--- src/rtl/modexp_pkg.sv ---
package modexp_pkg;
    localparam int unsigned DEF_OPW = 32;

    typedef enum logic [1:0] {
        PH_IDLE = 2'd0,
        PH_PREP = 2'd1,
        PH_PASS = 2'd2
    } phase_e;
endpackage

--- src/rtl/modexp_mulstep.sv ---
// One iteration of interleaved modular multiplication:
// acc' = (2*acc + bit*a) mod n, given acc < n and a < n.
module modexp_mulstep #(
    parameter int unsigned W = 32
) (
    input  logic [W-1:0] acc_i,
    input  logic [W-1:0] a_i,
    input  logic [W-1:0] n_i,
    input  logic         bit_i,
    output logic [W-1:0] acc_o
);
    logic [W:0] n_x, dbl, dbl_r, sum, sum_r;

    always_comb begin
        n_x   = {1'b0, n_i};
        dbl   = {acc_i, 1'b0};
        dbl_r = (dbl >= n_x) ? dbl - n_x : dbl;
        sum   = bit_i ? dbl_r + {1'b0, a_i} : dbl_r;
        sum_r = (sum >= n_x) ? sum - n_x : sum;
        acc_o = sum_r[W-1:0];
    end
endmodule

--- src/rtl/modexp_mulmod.sv ---
// Sequential a*b mod n, one multiplier bit per cycle, MSB first, W cycles.
module modexp_mulmod #(
    parameter int unsigned W = 32
) (
    input  logic         clk,
    input  logic         rst,
    input  logic         load_i,
    input  logic [W-1:0] a_i,
    input  logic [W-1:0] b_i,
    input  logic [W-1:0] n_i,
    output logic         last_o,
    output logic [W-1:0] res_o
);
    localparam int unsigned CW = (W > 1) ? $clog2(W) : 1;
    localparam logic [CW-1:0] LAST_CNT = CW'(W - 1);

    logic [W-1:0]  acc_q, b_q, acc_nxt;
    logic [CW-1:0] cnt_q;
    logic          run_q;

    modexp_mulstep #(.W(W)) step_i (
        .acc_i (acc_q),
        .a_i   (a_i),
        .n_i   (n_i),
        .bit_i (b_q[W-1]),
        .acc_o (acc_nxt)
    );

    assign last_o = run_q && (cnt_q == LAST_CNT);
    assign res_o  = acc_nxt;

    always_ff @(posedge clk) begin
        if (rst) begin
            acc_q <= '0;
            b_q   <= '0;
            cnt_q <= '0;
            run_q <= 1'b0;
        end else if (load_i) begin
            acc_q <= '0;
            b_q   <= b_i;
            cnt_q <= '0;
            run_q <= 1'b1;
        end else if (run_q) begin
            acc_q <= acc_nxt;
            b_q   <= b_q << 1;
            cnt_q <= cnt_q + 1'b1;
            if (last_o) run_q <= 1'b0;
        end
    end
endmodule

--- src/rtl/modexp_engine.sv ---
module modexp_engine
    import modexp_pkg::*;
#(
    parameter int unsigned W = DEF_OPW
) (
    input  logic         clk,
    input  logic         rst,
    input  logic         start_i,
    input  logic [W-1:0] base_i,
    input  logic [W-1:0] exp_i,
    input  logic [W-1:0] mod_i,
    output logic [W-1:0] result_o,
    output logic         busy_o,
    output logic         done_o
);
    localparam logic [W-1:0] ONE = W'(1);
    localparam logic [W-1:0] TWO = W'(2);

    phase_e       phase_q;
    logic [W-1:0] n_q, bm_q, left_q, result_q;
    logic         ezero_q, busy_q, done_q;

    logic         accept, trivial, mul_load, mul_last;
    logic [W-1:0] mul_a, mul_b, mul_res;

    assign accept  = start_i && (phase_q == PH_IDLE);
    assign trivial = (mod_i < TWO);

    // Launch a multiply on a nontrivial start, or chain another pass.
    assign mul_load = (accept && !trivial) || (mul_last && (left_q != '0));
    // Prep pass computes base*1 mod n; later passes use the reduced base.
    assign mul_a = (phase_q == PH_PREP) ? ONE : bm_q;
    assign mul_b = (phase_q == PH_IDLE) ? base_i : mul_res;

    modexp_mulmod #(.W(W)) mul_i (
        .clk    (clk),
        .rst    (rst),
        .load_i (mul_load),
        .a_i    (mul_a),
        .b_i    (mul_b),
        .n_i    (n_q),
        .last_o (mul_last),
        .res_o  (mul_res)
    );

    always_ff @(posedge clk) begin
        if (rst) begin
            phase_q  <= PH_IDLE;
            n_q      <= '0;
            bm_q     <= '0;
            left_q   <= '0;
            ezero_q  <= 1'b0;
            busy_q   <= 1'b0;
            done_q   <= 1'b0;
            result_q <= '0;
        end else begin
            done_q <= 1'b0;
            unique case (phase_q)
                PH_IDLE: begin
                    if (accept) begin
                        if (trivial) begin
                            result_q <= '0;
                            done_q   <= 1'b1;
                        end else begin
                            phase_q <= PH_PREP;
                            n_q     <= mod_i;
                            left_q  <= (exp_i == '0) ? '0 : exp_i - ONE;
                            ezero_q <= (exp_i == '0);
                            busy_q  <= 1'b1;
                        end
                    end
                end
                PH_PREP: begin
                    if (mul_last) begin
                        bm_q <= mul_res;
                        if (left_q == '0) begin
                            result_q <= ezero_q ? ONE : mul_res;
                            done_q   <= 1'b1;
                            busy_q   <= 1'b0;
                            phase_q  <= PH_IDLE;
                        end else begin
                            left_q  <= left_q - ONE;
                            phase_q <= PH_PASS;
                        end
                    end
                end
                PH_PASS: begin
                    if (mul_last) begin
                        if (left_q == '0) begin
                            result_q <= mul_res;
                            done_q   <= 1'b1;
                            busy_q   <= 1'b0;
                            phase_q  <= PH_IDLE;
                        end else begin
                            left_q <= left_q - ONE;
                        end
                    end
                end
                default: phase_q <= PH_IDLE;
            endcase
        end
    end

    assign result_o = result_q;
    assign busy_o   = busy_q;
    assign done_o   = done_q;
endmodule

--- config.mk ---
export PLATFORM = sky130hd
export DESIGN_NAME = modexp_engine
export DESIGN_NICKNAME = d
export VERILOG_FILES = /design/src/rtl/modexp_pkg.sv /design/src/rtl/modexp_mulstep.sv /design/src/rtl/modexp_mulmod.sv /design/src/rtl/modexp_engine.sv
export SDC_FILE = /design/constraint.sdc
export NUM_CORES = 1
export LEC_CHECK = 0
export CAP_MARGIN = 10
export CORE_ASPECT_RATIO = 1.75
export CORE_MARGIN = 8
export CORE_UTILIZATION = 60
export CTS_CLUSTER_DIAMETER = 40
export DETAILED_ROUTE_END_ITERATION = 12
export PLACE_DENSITY = 0.83
export SYNTH_ARGS = -nofsm -noshare
export SYNTH_HDL_FRONTEND = slang
export SYNTH_SLANG_ARGS = --single-unit
--- constraint.sdc ---
create_clock -name clk -period 10.55 [get_ports clk]
set_input_delay 2.11 -clock clk [delete_from_list [all_inputs] [get_ports clk]]
set_output_delay 2.11 -clock clk [all_outputs]
set_load 0.05 [all_outputs]
==> results_dict.tcl, run 1 <==
set metrics [dict create \
    synth_area_um2 15900 \
    post-route-period-util_pct 88.1 \
    rsz0062_at_grt "no" \
    fin_util_pct 68.2 \
    synthCells 2039 \
    wl_per_cell_um 22.4 \
    dp.cells 2400 \
    drtPass1Iterations 6 \
    core_area_um2 26300 \
    crit_path_max_fanout 26 \
    endpoint_kind "flip-flop" \
    synth.yosys.warnings 0 \
    grt_max_degree 78 \
    synthFlopType "dfxtp_1" \
    cts_made_buffers 20 \
    die_y_um 231 \
    synth_seq_cells 203 \
    report.final.slew_viol_count 0 \
    ctsLongestPathBuffers 3 \
    dpl.hpwl_um 42200 \
    stdcell_count 2436 \
    synth.top_cell.area_share_pct 25.6 \
    required_ns 10.92 \
    fmax_mhz 108 \
    synth_edf_count 0 \
    cts_hold_buf 0 \
    cts_resized 0 \
    drc 0 \
    fin_crit_ns 9.29 \
    critical-path-slowest-cell "o311ai_0" \
    synth-seq-area-share_pct 25.6 \
    layout.nets 2306 \
    clock_latency_ns 0.51 \
    relSlewSlack_pct 34.3 \
    dp_slack_ns 1.53 \
    gp_congestion 1.01 \
    cp-startpoint "n_q[2]$_SDFFE_PP0P_" \
    criticalPathCategory "reg -> reg" \
    crit_top_cell "ha_1" \
    grt_pass1_vias 15800 \
    grt-ovfl-total 0 \
    initial_core_util_pct 60.4 \
    post_cts_buffers 0 \
    antenna_cells 0 \
    worst_setup_path_start_kind "flip-flop" \
    antenna_found_initial 0 \
    grt_usage_pct 32.9 \
    max_stage_delay_ns 0.66 \
    outcome "complete, no violations" \
    cts_tree "built" \
    fillers 2208 \
    yosysMostFrequentCell "nand2_1" \
    worst_pin_slew_ns 0.973 \
    cap_violations 0 \
    std_cell_rows 79 \
    avgSynthCellArea_um2 7.79 \
    arrival_ns 9.66 \
    yosys.cell_types.count 103 \
    boundaryPins 133 \
    setup_viol 0 \
    setup_tns_ns 0 \
    drive_gt1_share_pct 7.67 \
    grt_pass1_wl_um 84800 \
    portBuffers 132 \
    ant_nets 0 \
    skew_ns 0.00934 \
    syn-num-nets 2247 \
    clkSlewWorstSetupHoldPaths_ns 0.07 \
    vias 16100 \
    drt_iter0_drc 1472 \
    worstHoldStart "result_o[31]$_SDFFE_PP0P_" \
    die_area_um2 32100 \
    synth_top_area_cell "dfxtp_1" \
    wl_um 54600 \
    hold_violations 0 \
    synthArstFlopShare_pct 0 \
    cts_max_level 1 \
    setup_ws_ns 1.26 \
    vias_per_cell 6.60 \
    cts-root-buf "clkbuf_16" \
    synthTopCellsByCount "237 x nand2_1, 203 x dfxtp_1, 191 x nor2_1, 152 x a21oi_1, 106 x ha_1" \
    die_x_um 139 \
    area_growth_pct 12.9 \
    holdCritPathClass "reg -> reg" \
    r2r-start "n_q[2]$_SDFFE_PP0P_" \
    cts.sinks 203 \
    synth_area_leaders "dfxtp_1 26%, ha_1 8.3%, nand2_1 5.6%" \
]
## per-layer routing
metal	vias up	global-route usage (%)	part of all wire, %
li1	7503	-	-
met5	-	0	0
met2	824	60.2	50
met4	0	22.2	6.9
met3	168	3.21	6.5
met1	7574	35.5	36
## cell families after synthesis
logic type / after synthesis / share of synthesized area [%]
buf+inv: 190 / 5.20
simple gates: 710 / 21.5
mux: 104 / 7.31
fa+ha+maj: 109 / 8.73
compound gates: 618 / 25.9
flops: 203 / 25.6
xor+xnor: 105 / 5.79
## registers in the layout (all words and copies together) (netlist names)
| name | count |
|---|---|
| mul_i.cnt_q | 5 |
| left_q | 32 |
| n_q | 32 |
| result_o | 32 |
| mul_i.run_q | 1 |
| phase_q | 2 |
| done_o | 1 |
| busy_o | 1 |
| mul_i.acc_q | 32 |
| ezero_q | 1 |
| bm_q | 32 |
| mul_i.b_q | 32 |
## cells in the final DEF, fill, tap and decap left out, drive strengths merged, types with 37 or more instances in the layout
cell / n
xor2: 40
mux2: 37
ha: 106
nand3: 39
nor2: 191
nor2b: 38
a21o: 52
xnor2: 65
clkdlybuf4s50: 131
o21ai: 126
mux2i: 67
a21oi: 154
nand2: 238
nor3: 52
dfxtp: 203
a211oi: 60
inv: 75
## path summary, 6_finish.rpt
check                                             endpoint  slack (ns)  depth (start not counted)
worst max register to register  mul_i.b_q[26]$_SDFFE_PP0P_        1.26                         34
worst min-delay path             result_o[31]$_SDFFE_PP0P_        0.46                          2
worst min register to register   result_o[31]$_SDFFE_PP0P_        0.46                          2
worst max-delay path            mul_i.b_q[26]$_SDFFE_PP0P_        1.26                         34
## layout make-up
class / instances / area [µm²] / area share [%]
clock buffer: 26 / 584 / 3.26
tap: 324 / 405 / 2.26
clock inverter: 10 / 108 / 0.600
multi-input combinational: 1646 / 11000 / 61.4
inverter: 74 / 278 / 1.55
timing repair buffer: 153 / 1480 / 8.23
sequential: 203 / 4070 / 22.7
## worst max-delay path: cells and delay by family (launching register included)
family | cells | cell delay, ns
flops | 1 | 0.34
mux | 2 | 0.92
xor+xnor | 1 | 0.13
fa+ha+maj | 4 | 1.31
buf+inv | 4 | 0.69
compound gates | 12 | 3.50
simple gates | 11 | 2.23
## metrics by stage
step | cell area (µm²) | hold slack, ns
after floorplan | 15900 | 0.432
after global placement | 17200 | 0.435
after detailed placement | 17200 | 0.446
after CTS | 17900 | 0.456
after global routing | 17900 | 0.475
final | 17900 | 0.457
Power of run 1 is left out: the tool's default activity adds up to more than one toggle a clock period on the data nets, which glitch-free logic cannot reach.
==> run 2, diff against run 1 <==
Settings changed: CAP_MARGIN 10 to 20, CORE_ASPECT_RATIO 1.75 to 1.5.
==> results_dict.tcl, run 2 (synthesis gave the netlist of run 1 again) <==
set metrics [dict create \
    criticalPathCategory "reg -> reg" \
    arrival_ns 9.69 \
    die_y_um 215 \
    place_area_um2 17200 \
    gp_congestion 1.00 \
    area_growth_pct 13.8 \
    ant_nets 0 \
    cts_tree "built" \
    dp_slack_ns 1.54 \
    ctsLongestPathBuffers 3 \
    stdcell_area_um2 18100 \
    final_common_cell "nand2_1" \
    grt_usage_pct 31.5 \
    vias 15800 \
    holdCritPathClass "reg -> reg" \
    fin_crit_ns 9.32 \
    hold_violations 0 \
    wl_per_cell_um 21.2 \
    drive_gt1_share_pct 7.80 \
    setup_ws_ns 1.23 \
    worst_pin_slew_ns 1.21 \
    die_x_um 149 \
    post_cts_buffers 0 \
    worst_setup_path_start_kind "flip-flop" \
    cts_resized 0 \
    rsz0062_at_grt "no" \
    fmax_mhz 107 \
    grt_pass1_vias 15700 \
    post-route-period-util_pct 88.4 \
    max_stage_delay_ns 0.70 \
    std_cell_rows 73 \
    setup_viol 0 \
    setup_tns_ns 0 \
    cts_made_buffers 24 \
    core_area_um2 26300 \
    outcome "complete, no violations" \
    initial_core_util_pct 60.4 \
    endpoint_kind "flip-flop" \
    boundaryPins 133 \
    grt_max_degree 72 \
    antenna_found_initial 0 \
    drc 0 \
    portBuffers 132 \
    die_area_um2 32000 \
    grt-ovfl-total 0 \
    cts_hold_buf 0 \
    cap_violations 0 \
    layout.nets 2305 \
    fillers 2141 \
    cts.sinks 203 \
    skew_ns 0.0236 \
    drt_iter0_drc 1348 \
    report.final.slew_viol_count 0 \
    crit_path_max_fanout 28 \
    relSlewSlack_pct 18.6 \
    critical-path-slowest-cell "o311ai_0" \
    clock_latency_ns 0.53 \
    clkSlewWorstSetupHoldPaths_ns 0.06 \
    dpl.hpwl_um 40000 \
    final_cell_mix "237 x nand2_1, 202 x dfxtp_1, 189 x nor2_1" \
    required_ns 10.91 \
    drtPass1Iterations 6 \
    vias_per_cell 6.44 \
    wl_um 52100 \
    grt_pass1_wl_um 81400 \
    cts-root-buf "clkbuf_16" \
    cts_max_level 1 \
    antenna_cells 0 \
]
==> run 2: changes by cell type in the layout (fill, tap and decap cells not counted), sizes merged <==
| cell | delta |
|---|---|
| inv | +4 |
| buf | -5 |
| clkinv | +2 |
| bufinv | +1 |
| clkbuf | +3 |
| clkinvlp | -2 |
==> run 2: layout make-up <==
type	count	area, µm²	share of cell area [%]
flip-flops and latches	203	4070	22.5
well taps	337	422	2.33
clock inverters	15	190	1.05
clock buffers	29	671	3.71
inverters	74	278	1.54
repair buffers	148	1440	7.96
multi-input cells	1646	11000	60.9
==> run 2: worst paths after layout <==
| kind | from | endpoint | slack (ns) | depth (start not counted) |
|---|---|---|---|---|
| worst min-delay path | bm_q[8]$_SDFFE_PP0P_ | bm_q[8]$_SDFFE_PP0P_ | 0.46 | 2 |
| worst max-delay path | n_q[1]$_SDFFE_PP0P_ | mul_i.b_q[2]$_SDFFE_PP0P_ | 1.23 | 29 |
| worst min register to register | bm_q[8]$_SDFFE_PP0P_ | bm_q[8]$_SDFFE_PP0P_ | 0.46 | 2 |
| worst max register to register | n_q[1]$_SDFFE_PP0P_ | mul_i.b_q[2]$_SDFFE_PP0P_ | 1.23 | 29 |
==> run 2: per-layer routing <==
| metal | part of all wire, % | GRT usage (%) | routed length (µm) | vias to the layer above |
|---|---|---|---|---|
| met4 | 6.5 | 20.2 | 3370 | 0 |
| met3 | 7.6 | 4.42 | 3950 | 169 |
| met5 | 0 | 0 | 0 | - |
| li1 | - | - | - | 7510 |
| met1 | 38 | 35.2 | 19600 | 7347 |
| met2 | 48 | 54.7 | 25200 | 776 |
==> run 2: per-stage QoR <==
stage               utilization, %  cells  hold WS [ns]
floorplan                        -   2039         0.432
global placement              65.5   2408         0.437
detailed placement            65.5   2408         0.445
CTS                           68.7   2452         0.457
global route                  68.7   2452         0.465
finish                        68.7   2452         0.456
==> run 2: critical path, delay by kind of cell, from the launching register on <==
kind	cells	cell delay, ns
fa+ha+maj	3	1.10
mux	3	1.19
buf+inv	3	0.66
xor+xnor	1	0.16
compound gates	9	2.83
flops	1	0.38
simple gates	10	2.77
Power of run 2 is left out for the same reason.
